File: config.mk
export PLATFORM = sky130hd
export DESIGN_NAME = lockstep_guard
export DESIGN_NICKNAME = d
export VERILOG_FILES = /design/src/rtl/lockstep_pkg.sv /design/src/rtl/ls_compare.sv /design/src/rtl/ls_retry_ctrl.sv /design/src/rtl/lockstep_guard.sv
export SDC_FILE = /design/constraint.sdc
export NUM_CORES = 1
export LEC_CHECK = 0
export CORE_MARGIN = 3
export CORE_UTILIZATION = 26
export DETAILED_ROUTE_END_ITERATION = 12
export PLACE_DENSITY = 0.76
export SYNTH_ARGS = -nofsm -noshare
export SYNTH_HDL_FRONTEND = slang
export SYNTH_SLANG_ARGS = --single-unit
File: constraint.sdc
create_clock -name clk_i -period 1.4 [get_ports clk_i]
set_clock_uncertainty 0.1 [all_clocks]
set_input_delay 0.28 -clock clk_i [delete_from_list [all_inputs] [get_ports clk_i]]
set_output_delay 0.28 -clock clk_i [all_outputs]
set_load 0.1 [all_outputs]
File: src/rtl/lockstep_pkg.sv
package lockstep_pkg;
  typedef struct packed {
    logic rollback;
    logic retry;
    logic isolate;
  } req_t;
endpackage

File: src/rtl/ls_compare.sv
module ls_compare #(
  parameter int BUS_W = 32,
  parameter int LANES = 4
) (
  input  logic             a_valid_i,
  input  logic [BUS_W-1:0] a_bus_i,
  input  logic             b_valid_i,
  input  logic [BUS_W-1:0] b_bus_i,
  output logic             mismatch_o
);
  localparam int LaneW = BUS_W / LANES;

  logic [LANES-1:0] lane_neq;

  for (genvar l = 0; l < LANES; l++) begin : g_lane
    assign lane_neq[l] = a_bus_i[l*LaneW +: LaneW] != b_bus_i[l*LaneW +: LaneW];
  end

  // strobe disagreement always counts; data only when both drive
  always_comb begin
    mismatch_o = (a_valid_i ^ b_valid_i) | (a_valid_i & b_valid_i & (|lane_neq));
  end

  initial begin
    lanes_div_chk: assert (BUS_W % LANES == 0);
  end
endmodule

File: src/rtl/ls_retry_ctrl.sv
module ls_retry_ctrl
  import lockstep_pkg::*;
#(
  parameter int RETRY_LIMIT = 3
) (
  input  logic clk_i,
  input  logic rst_ni,
  input  logic mismatch_i,
  input  logic commit_i,
  output req_t req_o
);
  localparam int CntW = $clog2(RETRY_LIMIT + 1);

  logic [CntW-1:0] cnt_q, cnt_inc;
  req_t            req_q;

  assign cnt_inc = cnt_q + CntW'(1);

  always_ff @(posedge clk_i or negedge rst_ni) begin
    if (!rst_ni) begin
      cnt_q <= '0;
      req_q <= '0;
    end else if (req_q.isolate) begin
      req_q.rollback <= 1'b0;
      req_q.retry    <= 1'b0;
    end else if (mismatch_i) begin
      cnt_q          <= cnt_inc;
      req_q.rollback <= 1'b1;
      if (cnt_inc >= CntW'(RETRY_LIMIT)) begin
        req_q.isolate <= 1'b1;
        req_q.retry   <= 1'b0;
      end else begin
        req_q.retry   <= 1'b1;
      end
    end else begin
      req_q.rollback <= 1'b0;
      req_q.retry    <= 1'b0;
      if (commit_i) cnt_q <= '0;
    end
  end

  assign req_o = req_q;


  mismatch_rollback_chk: assert property (@(posedge clk_i) disable iff (!rst_ni)
    (mismatch_i && !req_q.isolate) |=> req_q.rollback);

  retry_has_rollback_chk: assert property (@(posedge clk_i) disable iff (!rst_ni)
    req_q.retry |-> req_q.rollback);

  retry_not_isolate_chk: assert property (@(posedge clk_i) disable iff (!rst_ni)
    !(req_q.retry && req_q.isolate));

  isolate_latched_chk: assert property (@(posedge clk_i) disable iff (!rst_ni)
    req_q.isolate |=> req_q.isolate);

  isolate_quiet_chk: assert property (@(posedge clk_i) disable iff (!rst_ni)
    req_q.isolate |=> (!req_q.rollback && !req_q.retry));
endmodule

File: src/rtl/lockstep_guard.sv
module lockstep_guard
  import lockstep_pkg::*;
#(
  parameter int BUS_W       = 32,
  parameter int LANES       = 4,
  parameter int RETRY_LIMIT = 3
) (
  input  logic             clk_i,
  input  logic             rst_ni,
  input  logic             a_valid_i,
  input  logic [BUS_W-1:0] a_bus_i,
  input  logic             b_valid_i,
  input  logic [BUS_W-1:0] b_bus_i,
  input  logic             commit_i,
  output logic             rollback_o,
  output logic             retry_o,
  output logic             isolate_o
);
  logic mismatch;
  req_t req;

  ls_compare #(.BUS_W(BUS_W), .LANES(LANES)) u_cmp (
    .a_valid_i (a_valid_i),
    .a_bus_i   (a_bus_i),
    .b_valid_i (b_valid_i),
    .b_bus_i   (b_bus_i),
    .mismatch_o(mismatch)
  );

  ls_retry_ctrl #(.RETRY_LIMIT(RETRY_LIMIT)) u_ctrl (
    .clk_i     (clk_i),
    .rst_ni    (rst_ni),
    .mismatch_i(mismatch),
    .commit_i  (commit_i),
    .req_o     (req)
  );

  assign rollback_o = req.rollback;
  assign retry_o    = req.retry;
  assign isolate_o  = req.isolate;


  reset_quiet_chk: assert property (@(posedge clk_i)
    !rst_ni |-> (!rollback_o && !retry_o && !isolate_o));
endmodule

==> results of run 1 <==
-- area by class of cell --
type | count | area (um2) | area share, %
repair buffers | 79 | 623.1 | 43.72
multi-input cells | 59 | 613.1 | 43.02
flip-flops and latches | 5 | 125.1 | 8.780
well taps | 27 | 33.78 | 2.370
clock buffers | 4 | 26.28 | 1.844
inverters | 1 | 3.754 | 0.2634
-- cells in the mapped netlist --
| master | number | area share [%] |
|---|---|---|
| sky130_fd_sc_hd__nand4_1 | 9 | 9.3 |
| sky130_fd_sc_hd__nor4_2 | 2 | 4.1 |
| sky130_fd_sc_hd__ha_1 | 2 | 4.1 |
| sky130_fd_sc_hd__dfrtp_1 | 5 | 21 |
| sky130_fd_sc_hd__nor3_1 | 2 | 1.7 |
| sky130_fd_sc_hd__nand2_1 | 1 | 0.62 |
| sky130_fd_sc_hd__nor2_1 | 3 | 1.9 |
| sky130_fd_sc_hd__o21ai_0 | 1 | 0.83 |
| sky130_fd_sc_hd__o311ai_0 | 1 | 1.4 |
| sky130_fd_sc_hd__a211o_1 | 1 | 1.4 |
| sky130_fd_sc_hd__a21oi_1 | 1 | 0.83 |
| sky130_fd_sc_hd__a21o_1 | 1 | 1.2 |
| sky130_fd_sc_hd__a21o_2 | 1 | 1.4 |
| sky130_fd_sc_hd__and2_1 | 1 | 1.0 |
| sky130_fd_sc_hd__xnor2_1 | 32 | 46 |
| sky130_fd_sc_hd__a2111oi_2 | 1 | 2.5 |
| sky130_fd_sc_hd__inv_1 | 1 | 0.62 |
-- metal layers --
layer  routed length [um]  vias to the layer above  global-route usage, %
li1                     -                      400                      -
met1                  776                      365                  18.30
met2                 1302                       55                  33.86
met3                  326                        5                  8.447
met4                   39                        0                  7.469
met5                    0                        -                      0
-- power breakdown --
| group | leakage [nW] | switching [mW] | total [mW] | internal [mW] |
|---|---|---|---|---|
| Clock | 0.0150 | 0.0655 | 0.174 | 0.108 |
| Combinational | 0.611 | 0.249 | 0.549 | 0.300 |
| Sequential | 0.0589 | 0.0398 | 0.219 | 0.180 |
-- flip-flops by register name, summed over array words and instances (netlist names) --
name	count
u_ctrl.req_o	3
u_ctrl.cnt_q	2
-- kinds of logic (layout without fill, tap and decap cells) --
family | Yosys count | after routing | share of synthesized area (%)
simple gates | 18 | 18 | 18.59
fa+ha+maj | 2 | 2 | 4.132
flops | 5 | 5 | 20.66
xor+xnor | 32 | 32 | 46.28
compound gates | 7 | 7 | 9.710
buf+inv | 1 | 84 | 0.6192
-- final timing paths --
check	endpoint	cells after the start	slack, ns	from
min in group clk_i	u_ctrl.cnt_q[0]	2	0.51	u_ctrl.cnt_q[0]
setup reg to reg	u_ctrl.cnt_q[1]	3	0.16	u_ctrl.cnt_q[0]
setup / recovery	u_ctrl.cnt_q[1]	10	-0.22	a_bus_i[12]
hold / removal	u_ctrl.req_o[2]	1	0.14	rst_ni
hold reg to reg	u_ctrl.cnt_q[0]	2	0.51	u_ctrl.cnt_q[0]
max in group asynchronous	u_ctrl.req_o[0]	1	0.88	rst_ni
-- metrics by stage --
step	area, um2	cells
6_report	1425	175
3_5_place_dp	1433	164
4_1_cts	1374	175
2_1_floorplan	650.6	65
5_1_grt	1425	175
3_3_place_gp	1433	164
-- timing repair --
action | in CTS | in global routing
setup buffers | 8 | 0
gates resized for setup | 217 | 29
pin swaps | 45 | 10
setup endpoints to repair | 5 | 5
==> metrics.txt, run 1 <==
outcome=complete, but fails checks; violated checks=setup timing; number of different library cells in the post-synthesis netlist=17; crit-path max FO=2; leading cell type in the layout, fill and taps excluded=sky130_fd_sc_hd__buf_2; total iterations of the first detailed-routing run=4; number of remaining DRC errors=0; Skew-Pair Late Insertion Delay=0.25 ns; post-route worst setup slack=-0.2226 ns; netlist area before placement=605.6 um2; Routed Wire Length=2444 um; initial antenna violation count=0; number of CTS-inserted buffers=3; family with the most delay on the worst path=simple AND/OR/NAND/NOR gates; most common cell type on the critical path=sky130_fd_sc_hd__buf_4; vias per std cell=4.714; net count reported at finish=220; synthesis-to-finish area growth=135.3%; DIE WIDTH=54.26 um; DR WL/cell=13.97 um; placeable core region=2082 um2; pins over their slew limit=0; number of buffers between clock root and the deepest sink=2; post-route ant nets=0; TritonCTS clock tree=done; final count of negative-setup-slack endpoints=5; post-synth net total=136; clk slew on worst S/H paths=0.04 ns; vertical die dimension=54.26 um; slew at the pin closest to its max-slew limit=0.3026 ns; leakage power total=0.6845 nW; post-synthesis sequential element count=5; Tot Pwr=0.9424 mW; fill count=174; Final Wtd Congestion=0.8179; global-route wire length before repair=3870 um; clock period minus worst slack=1.623 ns; number of buffers inserted for hold repair after clock tree synthesis=0; cell area power density=661.2 nW/um2; sequence of cells on the critical path=buf_6, xnor2_2, nand4_1, nor4_4, buf_4, buf_4, buf_4, buf_4, nand4_1, o311ai_1; class of the most critical hold timing path=in -> async; count of input and output buffers=71; CP Launch Type=input port; final-layout worst hold slack=0.1430 ns; pin count of the biggest net entering global routing=9; slowest cell on the critical path=sky130_fd_sc_hd__nor4_4; max-cap check violation count=0; share of final-layout standard cells stronger than drive strength 1=60.14%; category of the worst setup path capture point=flip-flop; number of antenna cells inserted=0; stage delay of the slowest cell on the critical path=0.34 ns; post-synthesis instance total=65; setup total negative slack=-0.8672 ns; row count=16; Final Hold Violating Endpoints=0; total number of H-tree levels=1; number of warnings printed during yosys synthesis=0; sum of overflow across all layers after global routing=0; sink count of the clock tree=5; Boundary Pins=72; RSZ-0062 raised after global routing=yes; Clock Root Buffer=sky130_fd_sc_hd__clkbuf_4; Seq/Total Area, Yosys=20.66%; Initial Util=29.09%; highest clock frequency the design can meet=616.3 MHz; worst slew slack as a fraction of its limit=79.83%; area of the die=2944 um2; final core utilization=68.45%; Buf/Inv on CP=5; highest-count cells in the layout ignoring fill and taps=sky130_fd_sc_hd__buf_2 (37), sky130_fd_sc_hd__xnor2_1 (18), sky130_fd_sc_hd__buf_6 (15); Critical Path AT=1.66 ns; Final HPWL DP=1961 um; Avg Synthesized Cell Area=9.317 um2; violation count after the first detailed-route iteration=9; Tcrit/Tclk final=115.9%; Crit Path Class=in -> reg; required time of the critical path=1.44 ns; worst vdd rail ir drop=523.0 uV; global routing usage summed across all routing layers=18.70%; vias in the first global route=930; overall via count from detail_route=825; Setup Slack @ Placement=-0.8700 ns
No activity file was read; power rests on OpenSTA's default activity.
==> inputs of run 2 (changes only) <==
ABC_AREA = 1   (was not set)
CORE_UTILIZATION = 29   (was 26)
PLACE_DENSITY = 0.8   (was 0.76)
==> run 2 against run 1 <==
  * The run now ends clean
  * First-iteration DRC count grew 44%
  * Sequential cell count is the same
  * Count of clock-buffer cells in the layout is the same
  * Total power shrank 38%
  * Clock power is essentially flat
  * Final cell count grew 29%
  * Hold slack gained 0.010 ns
  * Critical path type unchanged
  * Critical endpoint unchanged
==> metrics.txt, run 2 <==
sink count of the clock tree=5 (unchanged); max-cap check violation count=0 (unchanged); RSZ-0062 raised after global routing=no (was yes); pins over their slew limit=0 (unchanged); total number of H-tree levels=1 (unchanged); count of flip-flops with a built-in enable after synthesis=0 (unchanged); sequence of cells on the critical path=clkdlybuf4s15_1, inv_1, nand2_1, nand2_1, nand2_1, nor2_1, nand2_1, nor2_1, nand2_1, nand2_1, nand2_2, nand2_4, nand3_2, nand2_1 (was buf_6, xnor2_2, nand4_1, nor4_4, buf_4, buf_4, buf_4, buf_4, nand4_1, o311ai_1); slowest cell on the critical path=sky130_fd_sc_hd__clkdlybuf4s15_1 (was sky130_fd_sc_hd__nor4_4); placed instance area=1495 um2 (was 1433 um2); pin count of the biggest net entering global routing=6 (was 9); number of buffers inserted for hold repair after clock tree synthesis=0 (unchanged); row count=17 (was 16); vertical die dimension=55.77 um (was 54.26 um); Tot Pwr=0.5844 mW (was 0.9424 mW); placeable core region=2276 um2 (was 2082 um2); Area contributors post-synth=sky130_fd_sc_hd__nand2_1 (28%), sky130_fd_sc_hd__xnor2_1 (28%), sky130_fd_sc_hd__dfrtp_1 (17%) (was sky130_fd_sc_hd__xnor2_1 (46%), sky130_fd_sc_hd__dfrtp_1 (21%), sky130_fd_sc_hd__nand4_1 (9.3%)); post-synth net total=194 (was 136); share of the synthesized area in the top cell type=28.22% (was 46.28%); highest clock frequency the design can meet=762.7 MHz (was 616.3 MHz); sum of overflow across all layers after global routing=0 (unchanged); worst vdd rail ir drop=349.7 uV (was 523.0 uV); NetSw=0.1664 mW (was 0.3547 mW); count of input and output buffers=71 (unchanged); Final Wtd Congestion=0.7474 (was 0.8179); vias per std cell=4.292 (was 4.714); crit-path max FO=4 (was 2); Routed Wire Length=2377 um (was 2444 um); slew at the pin closest to its max-slew limit=0.2234 ns (was 0.3026 ns); vias in the first global route=1,016 (was 930); Critical Path AT=1.40 ns (was 1.66 ns); worst slew slack as a fraction of its limit=85.06% (was 79.83%); Crit Path Class=in -> reg (unchanged); class of the most critical hold timing path=in -> async (unchanged); Avg Synthesized Cell Area=5.839 um2 (was 9.317 um2); post-synthesis sequential element count=5 (unchanged); internal power=0.4179 mW (was 0.5876 mW); share of final-layout standard cells stronger than drive strength 1=23.23% (was 60.14%); filler-free cell count of the finished design=226 (was 175); final count of negative-setup-slack endpoints=0 (was 5); most used standard cell by instance count after synthesis=sky130_fd_sc_hd__nand2_1 (was sky130_fd_sc_hd__xnor2_1); number of warnings printed during yosys synthesis=0 (unchanged); Clock Root Buffer=sky130_fd_sc_hd__clkbuf_4 (unchanged); biggest area consumer among synthesized cells=sky130_fd_sc_hd__nand2_1 (was sky130_fd_sc_hd__xnor2_1); Sw Ratio=28.48% (was 37.64%); Placed Cells=222 (was 164); most frequent cells after synthesis=sky130_fd_sc_hd__nand2_1 (54), sky130_fd_sc_hd__xnor2_1 (23), sky130_fd_sc_hd__inv_1 (22), sky130_fd_sc_hd__nor2_1 (11), sky130_fd_sc_hd__dfrtp_1 (5) (was sky130_fd_sc_hd__xnor2_1 (32), sky130_fd_sc_hd__nand4_1 (9), sky130_fd_sc_hd__dfrtp_1 (5), sky130_fd_sc_hd__nor2_1 (3)); outcome=finished, final reports clean (was complete, but fails checks); netlist area before placement=718.2 um2 (was 605.6 um2); post-synthesis instance total=123 (was 65); synthesis-to-finish area growth=88.85% (was 135.3%); Flop pwr share=24.8% (was 23.3%); area of the die=3110 um2 (was 2944 um2); number of buffers between clock root and the deepest sink=2 (unchanged); final-layout worst hold slack=0.1533 ns (was 0.1430 ns); CP Launch Type=input port (unchanged); initial antenna violation count=0 (unchanged); global routing usage summed across all routing layers=15.17% (was 18.70%); number of CTS-inserted buffers=3 (unchanged); leakage power total=0.7425 nW (was 0.6845 nW); most instantiated flip-flop cell in the synthesis netlist=sky130_fd_sc_hd__dfrtp_1 (unchanged); cell area power density=430.9 nW/um2 (was 661.2 nW/um2); number of antenna cells inserted=0 (unchanged); number of remaining DRC errors=0 (unchanged); highest-count cells in the layout ignoring fill and taps=sky130_fd_sc_hd__nand2_1 (54), sky130_fd_sc_hd__clkbuf_2 (35), sky130_fd_sc_hd__clkdlybuf4s15_1 (29) (was sky130_fd_sc_hd__buf_2 (37), sky130_fd_sc_hd__xnor2_1 (18), sky130_fd_sc_hd__buf_6 (15)); total iterations of the first detailed-routing run=4 (unchanged); Clk network pwr share=29.2% (was 18.4%); most common cell type on the critical path=sky130_fd_sc_hd__nand2_1 (was sky130_fd_sc_hd__buf_4); overall via count from detail_route=970 (was 825); Final HPWL DP=2180 um (was 1961 um); ys async rst share=100.0% (unchanged); summed area of non-filler cells in the final layout=1356 um2 (was 1425 um2); Seq/Total Area, Yosys=17.42% (was 20.66%); final core utilization=59.59% (was 68.45%); leading cell type in the layout, fill and taps excluded=sky130_fd_sc_hd__nand2_1 (was sky130_fd_sc_hd__buf_2); Boundary Pins=72 (unchanged); global-route wire length before repair=3795 um (was 3870 um); DR WL/cell=10.52 um (was 13.97 um); clock period minus worst slack=1.311 ns (was 1.623 ns); Final Hold Violating Endpoints=0 (unchanged); TritonCTS clock tree=done (unchanged); post-route ant nets=0 (unchanged); category of the worst setup path capture point=flip-flop (unchanged); max reg flops=3 (unchanged); clk slew on worst S/H paths=0.04 ns (about the same); stage delay of the slowest cell on the critical path=0.17 ns (was 0.34 ns); Skew-Pair Late Insertion Delay=0.24 ns (was 0.25 ns); violation count after the first detailed-route iteration=13 (was 9); net count reported at finish=270 (was 220); Tcrit/Tclk final=93.65% (was 115.9%); Initial Util=31.56% (was 29.09%); combinational power share=46.0% (was 58.3%); DIE WIDTH=55.77 um (was 54.26 um); number of different library cells in the post-synthesis netlist=10 (was 17); required time of the critical path=1.49 ns (was 1.44 ns)
-- run 2: per-stage QoR --
stage	setup TNS, ns	worst slack [ns]
3_5_place_dp	-2.204	-0.4610
3_3_place_gp	-1.786	-0.3723
4_1_cts	0	0.001106
5_1_grt	0	0.0002102
2_1_floorplan	0	0.1367
6_report	0	0.08890
-- run 2: metal layers --
metal | track usage (%) | routed length, um
met5 | 0 | 0
met4 | 9.375 | 68
met3 | 3.016 | 231
met2 | 30.74 | 1303
met1 | 13.13 | 774
-- run 2: layout make-up --
type | count | area (um2)
fillers | 242 | 919.6
well taps | 28 | 35.03
multi-input cells | 96 | 520.5
repair buffers | 71 | 565.5
inverters | 22 | 82.58
clock buffers | 4 | 26.28
flip-flops and latches | 5 | 126.4
-- run 2: power by group through the flow --
| stage | sequential, mW | combinational (mW) | clock [mW] |
|---|---|---|---|
| floorplan | 0.147 | 0.116 | 0 |
| global placement | 0.147 | 0.330 | 0 |
| detailed placement | 0.147 | 0.342 | 0 |
| CTS | 0.145 | 0.282 | 0.176 |
| global route | 0.145 | 0.298 | 0.182 |
| finish | 0.145 | 0.269 | 0.171 |
-- run 2: cells by family after synthesis --
group	synth area share [%]
buffers and inverters	11.50
adder cells (fa/ha/maj)	3.484
AND/OR/NAND/NOR	39.55
flip-flops	17.42
XOR/XNOR	28.05
-- run 2: final timing paths --
kind	slack [ns]	end	cells past startpoint	startpoint
setup / recovery	0.09	u_ctrl.cnt_q[1]	14	b_bus_i[17]
hold reg to reg	0.43	u_ctrl.cnt_q[0]	2	u_ctrl.cnt_q[0]
hold / removal	0.15	u_ctrl.cnt_q[1]	1	rst_ni
setup reg to reg	0.29	u_ctrl.cnt_q[1]	4	u_ctrl.cnt_q[0]
min in group clk_i	0.43	u_ctrl.cnt_q[0]	2	u_ctrl.cnt_q[0]
max in group asynchronous	0.84	u_ctrl.req_o[0]	1	rst_ni
-- run 2: critical path: cells and delay by family --
family	cells	cell delay (ns)
AND/OR/NAND/NOR	12	0.89
buffers and inverters	2	0.22
-- run 2: what timing repair did --
| action | 4_1_cts | 5_1_grt |
|---|---|---|
| buffers inserted | 0 | 0 |
| gates resized for setup | 78 | 87 |
| hold endpoints to repair | 0 | 0 |
| pin swaps | 50 | 64 |
| endpoints found under the setup margin | 5 | 5 |
==> inputs of run 3 (changes only) <==
--- a/config.mk
+++ b/config.mk
@@ -7,4 +7,5 @@
 export LEC_CHECK = 0
 export ABC_AREA = 1
+export CAP_MARGIN = 20
 export CORE_MARGIN = 3
 export CORE_UTILIZATION = 29
--- a/constraint.sdc
+++ b/constraint.sdc
@@ -3,3 +3,3 @@
 set_input_delay 0.28 -clock clk_i [delete_from_list [all_inputs] [get_ports clk_i]]
 set_output_delay 0.28 -clock clk_i [all_outputs]
-set_load 0.1 [all_outputs]
+set_load 0.02 [all_outputs]
==> run 3 against run 2 <==
  * Final cell count stayed put
  * Clock power is 2% lower
  * Critical path depth is 13 lower
==> metrics.txt, run 3 (synthesis gave the netlist of run 2 again) <==
total number of H-tree levels=1 (unchanged); Routed Wire Length=2270 um (was 2377 um); setup total negative slack=0 ns (unchanged); Final Hold Violating Endpoints=0 (unchanged); placeable core region=2276 um2 (unchanged); vias in the first global route=1,002 (was 1,016); DR WL/cell=10.04 um (was 10.52 um); number of remaining DRC errors=0 (unchanged); clock period minus worst slack=1.321 ns (was 1.311 ns); number of buffers between clock root and the deepest sink=2 (unchanged); Tcrit/Tclk final=94.35% (was 93.65%); initial antenna violation count=0 (unchanged); outcome=finished, final reports clean (unchanged); TritonCTS clock tree=done (unchanged); Placed Cells=222 (unchanged); slew at the pin closest to its max-slew limit=0.2288 ns (was 0.2234 ns); filler-free cell count of the finished design=226 (unchanged); Skew-Pair Late Insertion Delay=0.24 ns (about the same); category of the worst setup path capture point=output port (was flip-flop); total iterations of the first detailed-routing run=3 (was 4); global-route wire length before repair=3739 um (was 3795 um); CP Launch Type=flip-flop (was input port); family with the most delay on the worst path=flip-flops (was simple AND/OR/NAND/NOR gates); worst slew slack as a fraction of its limit=84.70% (was 85.06%); post-route ant nets=0 (unchanged); Initial Util=31.56% (unchanged); violation count after the first detailed-route iteration=8 (was 13); fill count=231 (was 242); placed instance area=1464 um2 (was 1495 um2); global routing usage summed across all routing layers=15.07% (was 15.17%); leading cell type in the layout, fill and taps excluded=sky130_fd_sc_hd__nand2_1 (unchanged); clk slew on worst S/H paths=0.04 ns (about the same); number of CTS-inserted buffers=3 (unchanged); Final HPWL DP=2108 um (was 2180 um); vias per std cell=4.274 (was 4.292); overall via count from detail_route=966 (was 970); stage delay of the slowest cell on the critical path=0.37 ns (was 0.17 ns); DIE WIDTH=55.77 um (unchanged); highest clock frequency the design can meet=757.0 MHz (was 762.7 MHz); post-route worst setup slack=0.07903 ns (was 0.08890 ns); crit-path max FO=2 (was 4); Setup Slack @ Placement=-0.4434 ns (was -0.4610 ns); cell area power density=437.2 nW/um2 (was 430.9 nW/um2); sequence of cells on the critical path=dlygate4sd2_1 (was clkdlybuf4s15_1, inv_1, nand2_1, nand2_1, nand2_1, nor2_1, nand2_1, nor2_1, nand2_1, nand2_1, nand2_2, nand2_4, nand3_2, nand2_1); Crit Path Class=reg -> out (was in -> reg); Critical Path AT=0.94 ns (was 1.40 ns); row count=17 (unchanged); Buf/Inv on CP=1 (was 2); highest-count cells in the layout ignoring fill and taps=sky130_fd_sc_hd__nand2_1 (54), sky130_fd_sc_hd__clkbuf_2 (36), sky130_fd_sc_hd__clkdlybuf4s15_1 (28) (was sky130_fd_sc_hd__nand2_1 (54), sky130_fd_sc_hd__clkbuf_2 (35), sky130_fd_sc_hd__clkdlybuf4s15_1 (29)); summed area of non-filler cells in the final layout=1334 um2 (was 1356 um2); count of input and output buffers=71 (unchanged); share of final-layout standard cells stronger than drive strength 1=23.23% (unchanged); max reg flops=3 (unchanged); class of the most critical hold timing path=in -> async (unchanged); synthesis-to-finish area growth=85.71% (was 88.85%); number of antenna cells inserted=0 (unchanged); RSZ-0062 raised after global routing=no (unchanged); Boundary Pins=72 (unchanged); Final Wtd Congestion=0.7741 (was 0.7474); vertical die dimension=55.77 um (unchanged); final count of negative-setup-slack endpoints=0 (unchanged); sink count of the clock tree=5 (unchanged); pins over their slew limit=0 (unchanged); slowest cell on the critical path=sky130_fd_sc_hd__dfrtp_1 (was sky130_fd_sc_hd__clkdlybuf4s15_1); pin count of the biggest net entering global routing=6 (unchanged); final core utilization=58.60% (was 59.59%); required time of the critical path=1.02 ns (was 1.49 ns); leakage power total=0.7458 nW (was 0.7425 nW); area of the die=3110 um2 (unchanged); worst vdd rail ir drop=284.2 uV (was 349.7 uV); Clock Root Buffer=sky130_fd_sc_hd__clkbuf_4 (unchanged); max-cap check violation count=0 (unchanged); number of buffers inserted for hold repair after clock tree synthesis=0 (unchanged); net count reported at finish=270 (unchanged); sum of overflow across all layers after global routing=0 (unchanged)
-- run 3: cell types whose count changed in the layout (fill, tap and decap cells not counted), moves of 2 or more --
cell,delta
sky130_fd_sc_hd__buf_12,-3
sky130_fd_sc_hd__dlygate4sd2_1,+3
sky130_fd_sc_hd__xnor2_1,-2
sky130_fd_sc_hd__xnor2_2,+2
-- run 3: worst paths after layout --
path	cells past startpoint	to	start	slack, ns
hold reg to reg	2	u_ctrl.cnt_q[1]	u_ctrl.cnt_q[1]	0.41
max in group asynchronous	1	u_ctrl.req_o[0]	rst_ni	0.85
setup / recovery	1	isolate_o	u_ctrl.req_o[0]	0.08
setup reg to reg	4	u_ctrl.cnt_q[1]	u_ctrl.cnt_q[0]	0.29
min in group clk_i	2	u_ctrl.cnt_q[1]	u_ctrl.cnt_q[1]	0.41
hold / removal	1	u_ctrl.req_o[1]	rst_ni	0.16
-- run 3: timing repair --
item	4_1_cts	5_1_grt
cloned	0	0
pin swaps	42	66
setup endpoints to repair	8	5
gates resized for setup	67	105
buffers inserted	0	0
-- run 3: final cells by class --
cell class,instances,area [um2],area share [%]
clock buffers,4,26.28,1.970
inverters,22,82.58,6.191
multi-input cells,96,538.0,40.34
repair buffers,71,526.8,39.49
well taps,28,35.03,2.627
flip-flops and latches,5,125.1,9.381
-- run 3: metrics by stage --
step	power, mW	hold WS, ns
3_3_place_gp	0.4777	0.3808
2_1_floorplan	0.2633	-0.1156
5_1_grt	0.6287	0.1742
3_5_place_dp	0.4881	0.4009
6_report	0.5832	0.1576
4_1_cts	0.5907	0.1633
-- run 3: layer usage --
layer / vias up / part of all wire, % / global-route usage (%)
met3: 4 / 9.3 / 1.624
met5: - / 0 / 0
met1: 412 / 33 / 13.67
li1: 504 / - / -
met4: 0 / 2.4 / 9.375
met2: 46 / 55 / 30.74
-- run 3: report_power, final --
part	switching (mW)	internal [mW]
Sequential	0	0.145
Clock	0.0591	0.108
Combinational	0.104	0.167
